<file path="config.mk">
export PLATFORM = sky130hd
export DESIGN_NAME = pilot_ls_est
export DESIGN_NICKNAME = d
export VERILOG_FILES = /design/src/rtl/pilot_pkg.sv /design/src/rtl/pilot_fifo.sv /design/src/rtl/pilot_sched.sv /design/src/rtl/pilot_ls_mult.sv /design/src/rtl/pilot_ls_out.sv /design/src/rtl/pilot_ls_est.sv
export SDC_FILE = /design/constraint.sdc
export NUM_CORES = 1
export LEC_CHECK = 0
export BUFFER_PORTS_ARGS = -buffer_cell sky130_fd_sc_hd__buf_2
export CAP_MARGIN = 5
export CORE_ASPECT_RATIO = 1.5
export CORE_UTILIZATION = 40
export DETAILED_ROUTE_END_ITERATION = 12
export GPL_TIMING_DRIVEN = 1
export HOLD_SLACK_MARGIN = 0.05
export PLACE_DENSITY = 0.65
export SLEW_MARGIN = 20
export SYNTH_ARGS = -nofsm -noshare
export SYNTH_HDL_FRONTEND = slang
export SYNTH_SLANG_ARGS = --single-unit
</file>
<file path="constraint.sdc">
create_clock -name clk_i -period 8.25 [get_ports clk_i]
set_clock_uncertainty 0.1 [all_clocks]
set_input_delay 0.4125 -clock clk_i [delete_from_list [all_inputs] [get_ports clk_i]]
set_output_delay 0.4125 -clock clk_i [all_outputs]
set_load 0.005 [all_outputs]
</file>
<file path="src/rtl/pilot_pkg.sv">
package pilot_pkg;
  localparam int SYM_W         = 4;
  localparam int SYMS_PER_SLOT = 7;
  localparam int SLOTS         = 2;
  localparam int PILOT_POS_A   = 0;
  localparam int PILOT_POS_B   = 4;
  localparam int PILOT_STRIDE  = 6;
  localparam int SHIFT_W       = $clog2(PILOT_STRIDE);

  typedef enum logic [0:0] {SCH_IDLE, SCH_ISSUE} sch_state_e;

  function automatic logic is_pilot_sym(input logic [SYM_W-1:0] s);
    int pos;
    pos = int'(s) % SYMS_PER_SLOT;
    return (int'(s) < SLOTS * SYMS_PER_SLOT) && (pos == PILOT_POS_A || pos == PILOT_POS_B);
  endfunction
endpackage

</file>
<file path="src/rtl/pilot_fifo.sv">
module pilot_fifo #(
  parameter int W     = 8,
  parameter int DEPTH = 3,
  localparam int PTR_W = (DEPTH > 1) ? $clog2(DEPTH) : 1,
  localparam int CNT_W = $clog2(DEPTH + 1)
) (
  input  logic             clk_i,
  input  logic             rst_ni,
  input  logic             push_i,
  input  logic [W-1:0]     din_i,
  input  logic             pop_i,
  output logic [W-1:0]     dout_o,
  output logic             nempty_o,
  output logic [CNT_W-1:0] cnt_o
);
  logic [W-1:0]     mem_q [DEPTH];
  logic [PTR_W-1:0] wr_q, rd_q;
  logic             do_push, do_pop;

  assign do_pop  = pop_i && (cnt_o != '0);
  assign do_push = push_i && ((int'(cnt_o) < DEPTH) || do_pop);

  function automatic logic [PTR_W-1:0] nxt(input logic [PTR_W-1:0] p);
    return (int'(p) == DEPTH - 1) ? '0 : p + PTR_W'(1);
  endfunction

  always_ff @(posedge clk_i) begin
    if (do_push) mem_q[wr_q] <= din_i;
  end

  always_ff @(posedge clk_i or negedge rst_ni) begin
    if (!rst_ni) begin
      wr_q  <= '0;
      rd_q  <= '0;
      cnt_o <= '0;
    end else begin
      if (do_push) wr_q <= nxt(wr_q);
      if (do_pop)  rd_q <= nxt(rd_q);
      case ({do_push, do_pop})
        2'b10:   cnt_o <= cnt_o + CNT_W'(1);
        2'b01:   cnt_o <= cnt_o - CNT_W'(1);
        default: cnt_o <= cnt_o;
      endcase
    end
  end

  assign dout_o   = mem_q[rd_q];
  assign nempty_o = (cnt_o != '0);
endmodule

</file>
<file path="src/rtl/pilot_sched.sv">
module pilot_sched
  import pilot_pkg::*;
#(
  parameter int N_PILOT    = 200,
  parameter int ADDR_W     = 15,
  parameter int SC_W       = 11,
  parameter int FIFO_DEPTH = 3,
  parameter int CNT_W      = 2,
  localparam int M_W       = $clog2(N_PILOT + 1)
) (
  input  logic               clk_i,
  input  logic               rst_ni,
  input  logic               start_i,
  input  logic [SHIFT_W-1:0] shift_i,
  input  logic [ADDR_W-1:0]  base_i,
  input  logic [CNT_W-1:0]   fifo_cnt_i,
  output logic               mem_req_o,
  output logic [ADDR_W-1:0]  mem_addr_o,
  output logic               tag_vld_o,
  output logic [SC_W-1:0]    tag_sc_o,
  output logic               tag_last_o
);
  sch_state_e        state_q;
  logic [M_W-1:0]    m_q;
  logic [SC_W-1:0]   k_q;
  logic [ADDR_W-1:0] base_q;
  logic              last_m;

  // credit: fifo entries plus the read in flight must fit the fifo
  assign mem_req_o  = (state_q == SCH_ISSUE) &&
                      (int'(fifo_cnt_i) + int'(tag_vld_o) < FIFO_DEPTH);
  assign mem_addr_o = base_q + ADDR_W'(k_q);
  assign last_m     = (m_q == M_W'(N_PILOT - 1));

  always_ff @(posedge clk_i or negedge rst_ni) begin
    if (!rst_ni) begin
      state_q    <= SCH_IDLE;
      m_q        <= '0;
      k_q        <= '0;
      base_q     <= '0;
      tag_vld_o  <= 1'b0;
      tag_sc_o   <= '0;
      tag_last_o <= 1'b0;
    end else begin
      tag_vld_o <= mem_req_o;
      if (mem_req_o) begin
        tag_sc_o   <= k_q;
        tag_last_o <= last_m;
      end
      case (state_q)
        SCH_IDLE: begin
          if (start_i) begin
            state_q <= SCH_ISSUE;
            m_q     <= '0;
            k_q     <= SC_W'(shift_i);
            base_q  <= base_i;
          end
        end
        SCH_ISSUE: begin
          if (mem_req_o) begin
            m_q <= m_q + M_W'(1);
            k_q <= k_q + SC_W'(PILOT_STRIDE);
            if (last_m) state_q <= SCH_IDLE;
          end
        end
        default: state_q <= SCH_IDLE;
      endcase
    end
  end
endmodule

</file>
<file path="src/rtl/pilot_ls_mult.sv">
module pilot_ls_mult #(
  parameter int IQ_W = 16
) (
  input  logic [IQ_W-1:0] y_i_i,
  input  logic [IQ_W-1:0] y_q_i,
  input  logic [1:0]      code_i,
  output logic [IQ_W-1:0] h_i_o,
  output logic [IQ_W-1:0] h_q_o
);
  localparam int W2 = IQ_W + 2;
  localparam logic signed [W2-1:0] MAX_V = W2'((1 <<< (IQ_W - 1)) - 1);
  localparam logic signed [W2-1:0] MIN_V = -MAX_V - W2'(1);

  logic signed [W2-1:0] yi, yq, a, b, c, d, ti, tq, si, sq;

  function automatic logic [IQ_W-1:0] sat(input logic signed [W2-1:0] v);
    if (v > MAX_V)      return MAX_V[IQ_W-1:0];
    else if (v < MIN_V) return MIN_V[IQ_W-1:0];
    else                return v[IQ_W-1:0];
  endfunction

  assign yi = {{2{y_i_i[IQ_W-1]}}, y_i_i};
  assign yq = {{2{y_q_i[IQ_W-1]}}, y_q_i};
  // unit QPSK: multiply by conj(X) reduces to sign flips
  assign a  = code_i[1] ? -yi : yi;
  assign b  = code_i[0] ? -yq : yq;
  assign c  = code_i[1] ? -yq : yq;
  assign d  = code_i[0] ? -yi : yi;
  assign ti = a + b;
  assign tq = c - d;
  assign si = ti >>> 1;
  assign sq = tq >>> 1;
  assign h_i_o = sat(si);
  assign h_q_o = sat(sq);
endmodule

</file>
<file path="src/rtl/pilot_ls_out.sv">
module pilot_ls_out #(
  parameter int IQ_W  = 16,
  parameter int SC_W  = 11,
  parameter int SYM_W = 4
) (
  input  logic              clk_i,
  input  logic              rst_ni,
  input  logic              ent_vld_i,
  input  logic [2*IQ_W-1:0] ent_y_i,
  input  logic [SC_W-1:0]   ent_sc_i,
  input  logic              ent_last_i,
  input  logic [SYM_W-1:0]  sym_i,
  output logic              pop_o,
  input  logic              ref_valid_i,
  input  logic [1:0]        ref_qpsk_i,
  output logic              ref_ready_o,
  output logic              est_valid_o,
  input  logic              est_ready_i,
  output logic [IQ_W-1:0]   est_i_o,
  output logic [IQ_W-1:0]   est_q_o,
  output logic [SC_W-1:0]   est_sc_o,
  output logic [SYM_W-1:0]  est_sym_o,
  output logic              est_last_o
);
  logic            can_load;
  logic [IQ_W-1:0] h_i, h_q;

  pilot_ls_mult #(.IQ_W(IQ_W)) u_mult (
    .y_i_i  (ent_y_i[2*IQ_W-1:IQ_W]),
    .y_q_i  (ent_y_i[IQ_W-1:0]),
    .code_i (ref_qpsk_i),
    .h_i_o  (h_i),
    .h_q_o  (h_q)
  );

  assign can_load    = !est_valid_o || est_ready_i;
  assign ref_ready_o = ent_vld_i && can_load;
  assign pop_o       = ref_ready_o && ref_valid_i;

  always_ff @(posedge clk_i or negedge rst_ni) begin
    if (!rst_ni) begin
      est_valid_o <= 1'b0;
      est_i_o     <= '0;
      est_q_o     <= '0;
      est_sc_o    <= '0;
      est_sym_o   <= '0;
      est_last_o  <= 1'b0;
    end else if (pop_o) begin
      est_valid_o <= 1'b1;
      est_i_o     <= h_i;
      est_q_o     <= h_q;
      est_sc_o    <= ent_sc_i;
      est_sym_o   <= sym_i;
      est_last_o  <= ent_last_i;
    end else if (est_ready_i) begin
      est_valid_o <= 1'b0;
    end
  end
endmodule

</file>
<file path="src/rtl/pilot_ls_est.sv">
module pilot_ls_est
  import pilot_pkg::*;
#(
  parameter int N_PILOT    = 200,
  parameter int IQ_W       = 16,
  parameter int ADDR_W     = 15,
  parameter int FIFO_DEPTH = 3,
  localparam int SC_W      = $clog2(PILOT_STRIDE * N_PILOT),
  localparam int CNT_W     = $clog2(FIFO_DEPTH + 1),
  localparam int ENT_W     = 2 * IQ_W + SC_W + 1
) (
  input  logic               clk_i,
  input  logic               rst_ni,
  input  logic               start_i,
  input  logic [SYM_W-1:0]   sym_idx_i,
  input  logic [SHIFT_W-1:0] shift_i,
  input  logic [ADDR_W-1:0]  base_addr_i,
  output logic               mem_req_o,
  output logic [ADDR_W-1:0]  mem_addr_o,
  input  logic [2*IQ_W-1:0]  mem_rdata_i,
  input  logic               ref_valid_i,
  input  logic [1:0]         ref_qpsk_i,
  output logic               ref_ready_o,
  output logic               est_valid_o,
  input  logic               est_ready_i,
  output logic [IQ_W-1:0]    est_i_o,
  output logic [IQ_W-1:0]    est_q_o,
  output logic [SC_W-1:0]    est_sc_o,
  output logic [SYM_W-1:0]   est_sym_o,
  output logic               done_o
);
  logic             busy_q, start_acc, pilot_now;
  logic [SYM_W-1:0] sym_q;
  logic             tag_vld, tag_last, pop, ent_vld, est_last;
  logic [SC_W-1:0]  tag_sc;
  logic [ENT_W-1:0] ent;
  logic [CNT_W-1:0] fifo_cnt;

  assign start_acc = start_i && !busy_q;
  assign pilot_now = is_pilot_sym(sym_idx_i);

  always_ff @(posedge clk_i or negedge rst_ni) begin
    if (!rst_ni) begin
      busy_q <= 1'b0;
      sym_q  <= '0;
      done_o <= 1'b0;
    end else begin
      if (start_acc)   busy_q <= 1'b1;
      else if (done_o) busy_q <= 1'b0;
      if (start_acc) sym_q <= sym_idx_i;
      done_o <= (start_acc && !pilot_now) || (est_valid_o && est_ready_i && est_last);
    end
  end

  pilot_sched #(
    .N_PILOT(N_PILOT), .ADDR_W(ADDR_W), .SC_W(SC_W),
    .FIFO_DEPTH(FIFO_DEPTH), .CNT_W(CNT_W)
  ) u_sched (
    .clk_i      (clk_i),
    .rst_ni     (rst_ni),
    .start_i    (start_acc && pilot_now),
    .shift_i    (shift_i),
    .base_i     (base_addr_i),
    .fifo_cnt_i (fifo_cnt),
    .mem_req_o  (mem_req_o),
    .mem_addr_o (mem_addr_o),
    .tag_vld_o  (tag_vld),
    .tag_sc_o   (tag_sc),
    .tag_last_o (tag_last)
  );

  pilot_fifo #(.W(ENT_W), .DEPTH(FIFO_DEPTH)) u_fifo (
    .clk_i    (clk_i),
    .rst_ni   (rst_ni),
    .push_i   (tag_vld),
    .din_i    ({mem_rdata_i, tag_sc, tag_last}),
    .pop_i    (pop),
    .dout_o   (ent),
    .nempty_o (ent_vld),
    .cnt_o    (fifo_cnt)
  );

  pilot_ls_out #(.IQ_W(IQ_W), .SC_W(SC_W), .SYM_W(SYM_W)) u_out (
    .clk_i       (clk_i),
    .rst_ni      (rst_ni),
    .ent_vld_i   (ent_vld),
    .ent_y_i     (ent[ENT_W-1 -: 2*IQ_W]),
    .ent_sc_i    (ent[SC_W:1]),
    .ent_last_i  (ent[0]),
    .sym_i       (sym_q),
    .pop_o       (pop),
    .ref_valid_i (ref_valid_i),
    .ref_qpsk_i  (ref_qpsk_i),
    .ref_ready_o (ref_ready_o),
    .est_valid_o (est_valid_o),
    .est_ready_i (est_ready_i),
    .est_i_o     (est_i_o),
    .est_q_o     (est_q_o),
    .est_sc_o    (est_sc_o),
    .est_sym_o   (est_sym_o),
    .est_last_o  (est_last)
  );
endmodule

</file>
==> results of run 1 <==
cell type report:
type / count / area [um2]
fill: 2928 / 16500
sequential: 241 / 6700
multi-input combinational: 852 / 5980
timing repair buffer: 189 / 1230
clock buffer: 27 / 633
tap: 410 / 513
clock inverter: 17 / 155
inverter: 26 / 97.6
antenna: 1 / 2.50
worst max-delay path, stage by stage, from the launching register on:
cell and delay, ns:
dfrtp_4 1.12, o21ai_1 0.33, inv_1 0.17, ha_1 0.20, nand2_1 0.10, or3_1 0.42, or3_1 0.43, nor2_1 0.23
nand2_1 0.11, nand2_1 0.10, xnor2_1 0.08, ha_1 0.37, a21o_1 0.21, a21o_1 0.17, a21oi_1 0.17, o21a_1 0.14
a31oi_1 0.07, nand2_1 0.11, o21ai_1 0.10, xnor2_2 0.67, o21ai_1 0.34, o21ai_1 0.21
kinds of logic (layout without fill, tap and decap cells):
| family | Yosys count | after routing |
|---|---|---|
| buffers and inverters | 68 | 259 |
| other | 0 | 1 |
| AO/OA/AOI/OAI | 250 | 250 |
| multiplexers | 92 | 92 |
| flip-flops | 241 | 241 |
| AND/OR/NAND/NOR | 344 | 344 |
| XOR/XNOR | 111 | 111 |
| adder cells (fa/ha/maj) | 55 | 55 |
synthesized netlist by cell type, drive strengths merged (4+ instances only):
master,n
buf,18
o21ai,81
a21o,19
nor4,4
nand2,157
mux2i,47
clkbuf,24
nand3,21
xnor2,53
or3,6
mux2,45
nor2,84
a21oi,79
nand4,13
inv,26
and3,8
dfrtp,109
a221o,6
o21a,13
nor2b,13
nand2b,7
a211oi,4
o2111ai,4
and2,11
o31ai,6
nor3,6
ha,52
a31o,5
edfxtp,132
a31oi,6
xor2,57
path summary, 6_finish.rpt:
| check | cells after the start | to | slack (ns) |
|---|---|---|---|
| worst max-delay path | 21 | u_out.est_q_o[1] | 2.21 |
| worst min-delay path | 2 | sym_q[3] | 0.13 |
| worst max register to register | 21 | u_out.est_q_o[1] | 2.21 |
| worst min register to register | 2 | u_out.est_sym_o[0] | 0.37 |
| max in group asynchronous | 3 | u_out.est_sc_o[0] | 6.45 |
| min in group asynchronous | 2 | done_o | 0.37 |
state kept, by name (all words and copies together), names as in the netlist, 2 cells and up:
register	flops
u_out.est_sc_o	11
u_sched.base_q	15
u_out.est_sym_o	4
u_out.est_q_o	16
u_sched.k_q	11
u_sched.tag_sc_o	11
u_sched.m_q	8
u_fifo.rd_q	2
sym_q	4
u_fifo.wr_q	2
u_fifo.mem_q	132
u_fifo.cnt_o	2
u_out.est_i_o	16
routing by layer:
metal	part of all wire [%]	wire length [um]	vias up	track usage (%)
met5	0	0	-	0
met4	5.0	1490	0	9.51
met3	3.9	1160	57	2.44
met2	52	15500	187	33.2
met1	40	11900	4342	21.6
li1	-	-	4519	-
per-stage QoR:
step                utilization [%]  std cells  hold WS [ns]  instance area [um2]  worst slack (ns)
detailed placement             44.0       1667         0.352                14000              2.29
CTS                            48.1       1762         0.109                15300              2.24
finish                         48.1       1763         0.132                15300              2.21
global route                   48.1       1763         0.122                15300              1.74
floorplan                         -       1161        0.0169                12900              3.26
global placement               44.0       1667         0.349                14000              2.45
what timing repair did:
action                                  4_1_cts  5_1_grt
endpoints found under the hold margin       164        0
hold buffers                                 51        0
endpoints found under the setup margin        0        0
==> metrics.txt, run 1 <==
drt pass-1 iters=5; # DRC=0; Clk pin slew, worst setup/hold paths=0.07 ns; #FFs+latches synth=241; cell area after synthesis=12900 um2; fmax=165 MHz; Synth Area in XOR/XNOR=7.96%; Die ar.=33100 um2; Final Setup Violations=0; Bufs on Longest Clock Path=3; grt total ovfl=0; final antenna-violating net count=0; post-synthesis cell count=1161; first-pass GRT wire length=48300 um; post-CTS setup buffers=0; status=finished, final reports clean; CTS resizes=0; Area contributors post-synth=edfxtp_1 31%, dfrtp_1 21%, ha_1 5.0%; Period minus WS final=6.04 ns; Avg Inst Size Synth=11.2 um2; detailed-route wire length=30000 um; most frequent cells in the layout=156 x nand2_1, 132 x edfxtp_1, 125 x buf_2; count of pins over their slew limit=0; multiplexer area fraction after synthesis=8.27%; CTS tree=built; count of input and output buffers=126; Starting Density=40.7%; Critical Path AT=6.40 ns; clk_lat worst skew=0.53 ns; commonest non-fill, non-tap cell in the layout=nand2_1; Crit Path Class=flip-flop to flip-flop; largest area contributor in the netlist=edfxtp_1; endpoints failing hold=0; # clock sinks=241; count of cell types in the netlist=78; CTS Buf Count=24; io pins=127; most common flop cell mapped by yosys=edfxtp_1; initial antenna violation count=1; Worst setup SP type=flip-flop; placed wire-length estimate=21700 um; via count=9105; Slew @ Worst Pin=1.03 ns; wire per inst=17.0 um; area share of fa/ha/maj cells after synthesis=5.49%; root buf cell=clkbuf_16; share of cells above drive strength 1=18.3%; Ys Warns=0; Die Height=222 um; period utilization=73.3%; initial DRC count=390; largest family of logic cells by synthesized area=simple AND/OR/NAND/NOR gates; post-synthesis sequential area ratio=51.7%; Hold Crit Class=primary input to flip-flop; setup TNS=0 ns; max_slew headroom=31.2%; RSZ-0062 raised after global routing=false; critical-path maximum fanout=79; Syn-to-layout area delta=18.2%; fraction of the mapped netlist area in compound gates=12.1%; startpoint of the worst hold path=sym_idx_i[3]; EDFF count, synth=132; largest net degree at the start of global routing=80; Die Wd=149 um; CORE AREA=31800 um2; Critical R2R Launch=u_fifo.rd_q[1]; Max H-tree Level=1; endpoint class of the critical path=flip-flop; share of flip-flops with an asynchronous set or reset=45.2%; top cell type's share of synthesized area=30.6%; GRT Resource Usage Total=18.7%; # Max-Cap Violations=0; routability cong.=0.845; Req. time, crit path=8.60 ns; Synth Net Count=1277; vias in the first global route=9227; Net count, final=1450; CP Launch Point=u_fifo.rd_q[1]; num rows=80; post-synthesis simple-gate area fraction=12.1%; Via density=5.16
Power of run 1 is not shown: default switching activity piles up to over one toggle a cycle in this logic, so the estimate is an artifact.
==> run 2, diff against run 1 <==
==> constraint.sdc (replaced) <==
create_clock -name clk_i -period 5.85 [get_ports clk_i]
set_clock_uncertainty 0.1 [all_clocks]
set_input_delay 0.2925 -clock clk_i [delete_from_list [all_inputs] [get_ports clk_i]]
set_output_delay 0.2925 -clock clk_i [all_outputs]
set_load 0.005 [all_outputs]
==> metrics.txt, run 2 (same netlist as run 1, synthesis figures left out) <==
status=finished, final reports clean; detailed-route wire length=30100 um; fmax=183 MHz; # fillers=2893; # clock sinks=241; count of input and output buffers=126; worst r2r dst=u_out.est_i_o[3]; num rows=80; CP Launch Point=u_fifo.rd_q[0]; io pins=127; # diodes=0; CP endpoint=u_out.est_i_o[3]; final antenna-violating net count=0; Die Height=222 um; Largest regs=u_fifo.mem_q: 132 flops, u_out.est_i_o: 16 flops, u_out.est_q_o: 16 flops; Period minus WS final=5.46 ns; Bufs on Longest Clock Path=3; Post-Layout Cell Count=1770; GRT Resource Usage Total=18.6%; max FFs per register=132; CTS tree=built; Syn-to-layout area delta=18.8%; share of cells above drive strength 1=18.5%; Place WS=0.297 ns; Req. time, crit path=6.19 ns; largest net degree at the start of global routing=71; period utilization=93.3%; initial DRC count=414; wire per inst=17.0 um; max_slew headroom=46.9%; Slew @ Worst Pin=0.796 ns; critical-path maximum fanout=15; Crit Path Class=flip-flop to flip-flop; Final Setup Violations=0; Biggest register=u_fifo.mem_q; Starting Density=40.7%; post-CTS setup buffers=0; count of pins over their slew limit=0; vias in the first global route=9315; Area after DPL=14000 um2; Die Wd=149 um; root buf cell=clkbuf_16; # Max-Cap Violations=0; initial antenna violation count=0; # DRC=0; dpl cells=1671; Clk pin slew, worst setup/hold paths=0.06 ns; Die ar.=33100 um2; cell depth of the worst flop-to-flop path=21; reg2reg setup slack=0.39 ns; commonest non-fill, non-tap cell in the layout=nand2_1; placed wire-length estimate=21700 um; setup TNS=0 ns; most frequent cells in the layout=156 x nand2_1, 132 x edfxtp_1, 125 x buf_2; clk_lat worst skew=0.53 ns; via count=9203; grt total ovfl=0; Via density=5.20; CORE AREA=31800 um2; Critical R2R Launch=u_fifo.rd_q[0]; routability cong.=0.879; Max H-tree Level=1; Worst setup SP type=flip-flop; Critical Path AT=5.80 ns; first-pass GRT wire length=48300 um; drt pass-1 iters=5; Net count, final=1459; Setup WS post-layout=0.390 ns; CTS Buf Count=24; endpoint class of the critical path=flip-flop; final instance area=15400 um2; RSZ-0062 raised after global routing=false; endpoints failing hold=0; Hold Crit Class=primary input to flip-flop
-- run 2: cell count changes in the layout (fill, tap and decap cells not counted), sizes merged --
cell	change
dlygate4sd3	+5
buf	+4
clkinv	-2
clkinvlp	+2
bufinv	-1
clkbuf	+1
diode	-1
inv	-1
-- run 2: critical path: stages, from the launching register on --
cell	delay, ns
dfrtp_4	0.58
mux2_1	0.35
mux2i_1	0.27
ha_1	0.25
nand2_1	0.09
or3_1	0.42
or3_1	0.42
nor2_1	0.22
nand2_1	0.11
nand2_1	0.09
xor2_1	0.18
ha_1	0.31
a21o_1	0.21
a21oi_1	0.15
o211ai_1	0.11
a21oi_1	0.16
o21ai_1	0.18
a311oi_4	0.41
xnor3_1	0.31
nor2_1	0.07
o21a_1	0.18
nor3_1	0.18
-- run 2: stage by stage --
| stage | hold slack [ns] | util, % |
|---|---|---|
| after global routing | 0.212 | 48.3 |
| after detailed placement | 0.337 | 44.1 |
| after global placement | 0.327 | 44.1 |
| after floorplan | -0.103 | - |
| final | 0.154 | 48.3 |
| after CTS | 0.127 | 48.2 |
-- run 2: worst min-delay path by stage --
stage            start                  to  depth (start not counted)
2_1_floorplan   rst_ni              busy_q                          0
3_3_place_gp    rst_ni  u_out.est_sym_o[0]                          1
3_5_place_dp    rst_ni  u_out.est_sym_o[0]                          1
4_1_cts        start_i              busy_q                          3
5_1_grt        start_i              busy_q                          3
6_report       start_i              busy_q                          3
-- run 2: cell type report --
class / count / area [um2] / share of cell area [%]
Tap cell: 410 / 513 / 3.33
Sequential cell: 241 / 6700 / 43.5
Clock buffer: 28 / 637 / 4.14
Clock inverter: 15 / 116 / 0.756
Timing Repair Buffer: 198 / 1310 / 8.54
Inverter: 26 / 97.6 / 0.634
Multi-Input combinational cell: 852 / 6010 / 39.1
-- run 2: routing by layer --
metal | vias up | GRT usage (%) | routed length, um | share of wire [%]
met5 | - | 0 | 0 | 0
met3 | 65 | 2.57 | 1130 | 3.8
met4 | 0 | 9.74 | 1500 | 5.0
li1 | 4538 | - | - | -
met2 | 212 | 33.9 | 15700 | 52
met1 | 4388 | 20.5 | 11800 | 39
-- run 2: what timing repair did --
item	CTS	global route
gates resized for setup	0	5
endpoints found under the setup margin	0	19
hold buffers	56	0
hold endpoints to repair	179	0
Power of run 2 is left out for the same reason.
==> run 3, diff against run 2 <==
--- a/config.mk
+++ b/config.mk
@@ -8,11 +8,13 @@
 export BUFFER_PORTS_ARGS = -buffer_cell sky130_fd_sc_hd__buf_2
 export CAP_MARGIN = 5
 export CORE_ASPECT_RATIO = 1.5
-export CORE_UTILIZATION = 40
+export CORE_UTILIZATION = 24
 export DETAILED_ROUTE_END_ITERATION = 12
 export GPL_TIMING_DRIVEN = 1
 export HOLD_SLACK_MARGIN = 0.05
-export PLACE_DENSITY = 0.65
+export PLACE_DENSITY = 0.46
+export REMOVE_ABC_BUFFERS = 1
+export SKIP_CTS_REPAIR_TIMING = 1
 export SLEW_MARGIN = 20
 export SYNTH_ARGS = -nofsm -noshare
 export SYNTH_HDL_FRONTEND = slang
==> metrics.txt, run 3 (same netlist as run 1, synthesis figures left out) <==
share of cells above drive strength 1=19.1%; placed wire-length estimate=25300 um; Worst setup SP type=flip-flop; via count=9035; # DRC=0; Die ar.=54900 um2; clk_lat worst skew=0.58 ns; Clk pin slew, worst setup/hold paths=0.06 ns; fmax=185 MHz; Final Setup Violations=0; Bufs on Longest Clock Path=3; setup TNS=0 ns; num rows=103; Critical Path AT=5.73 ns; detailed-route wire length=33700 um; drt pass-1 iters=4; period utilization=92.6%; Crit Path Class=flip-flop to flip-flop; Largest regs=u_fifo.mem_q: 132 flops, u_out.est_i_o: 16 flops, u_out.est_q_o: 16 flops; endpoints failing hold=0; status=finished, final reports clean; final antenna-violating net count=0; Via density=4.39; Setup WS post-layout=0.431 ns; # Max-Cap Violations=0; root buf cell=clkbuf_16; Biggest register=u_fifo.mem_q; Die Height=286 um; grt total ovfl=0; critical-path maximum fanout=12; Starting Density=24.4%; routability cong.=0.801; commonest non-fill, non-tap cell in the layout=nand2_1; count of input and output buffers=126; max FFs per register=132; Max H-tree Level=1; io pins=127; max_slew headroom=48.0%; Place WS=0.441 ns; # diodes=0; Slew @ Worst Pin=0.775 ns; CTS Buf Count=28; count of pins over their slew limit=0; GRT Resource Usage Total=12.3%; # clock sinks=241; CTS tree=built; endpoint class of the critical path=flip-flop; Req. time, crit path=6.16 ns; first-pass GRT wire length=51700 um; vias in the first global route=9064; initial antenna violation count=3; Syn-to-layout area delta=23.2%; Period minus WS final=5.42 ns; Hold Crit Class=primary input to flip-flop; largest net degree at the start of global routing=56; Die Wd=192 um; initial DRC count=309; most frequent cells in the layout=156 x nand2_1, 132 x edfxtp_1, 125 x buf_2; Net count, final=1469; wire per inst=16.4 um; CORE AREA=53000 um2
==> run 3: final timing paths <==
path	start	slack (ns)	to	depth (start not counted)
setup / recovery	u_fifo.rd_q[0]	0.43	u_out.est_q_o[11]	21
hold / removal	start_i	0.07	busy_q	3
setup reg to reg	u_fifo.rd_q[0]	0.43	u_out.est_q_o[11]	21
hold reg to reg	done_o	0.36	busy_q	1
max in group asynchronous	rst_ni	4.16	u_sched.base_q[1]	3
min in group asynchronous	rst_ni	0.26	u_out.est_i_o[5]	2
==> run 3: layout make-up <==
class	instances	area [um2]
flip-flops and latches	241	6700
clock buffers	38	758
well taps	682	853
fillers	5454	37000
clock inverters	14	186
repair buffers	204	1360
inverters	26	97.6
multi-input cells	852	6000
==> run 3: through the flow <==
step                      hold slack (ns)  cells  utilization [%]  cell area [um2]
final                              0.0725   2057             30.1            15900
after floorplan                    -0.103   1119                -            12700
after detailed placement            0.339   1949             27.2            14400
after CTS                          -0.283   2001             29.0            15400
after global placement              0.335   1949             27.2            14400
after global routing                0.115   2057             30.1            15900
==> run 3: critical path: stages (launching register included) <==
cell	delay, ns
dfrtp_2	0.53
mux2_1	0.36
mux2i_1	0.25
ha_1	0.25
nand2_1	0.09
or3_1	0.43
or3_1	0.43
nor2_1	0.21
nand2_1	0.11
nand2_1	0.09
xnor2_1	0.08
ha_1	0.39
a21o_1	0.21
a21o_1	0.17
a21oi_1	0.19
o21a_1	0.15
a31oi_1	0.06
nand2_1	0.12
o21ai_1	0.10
xnor2_2	0.15
o21ai_1	0.63
o21ai_1	0.15
==> run 3: metal layers <==
layer,up-vias,track usage [%],wire (um)
met2,163,23.8,18200
li1,4564,-,-
met5,-,0,35
met4,6,4.40,1040
met3,49,2.63,1370
met1,4253,12.7,13000
Power of run 3 is left out for the same reason.
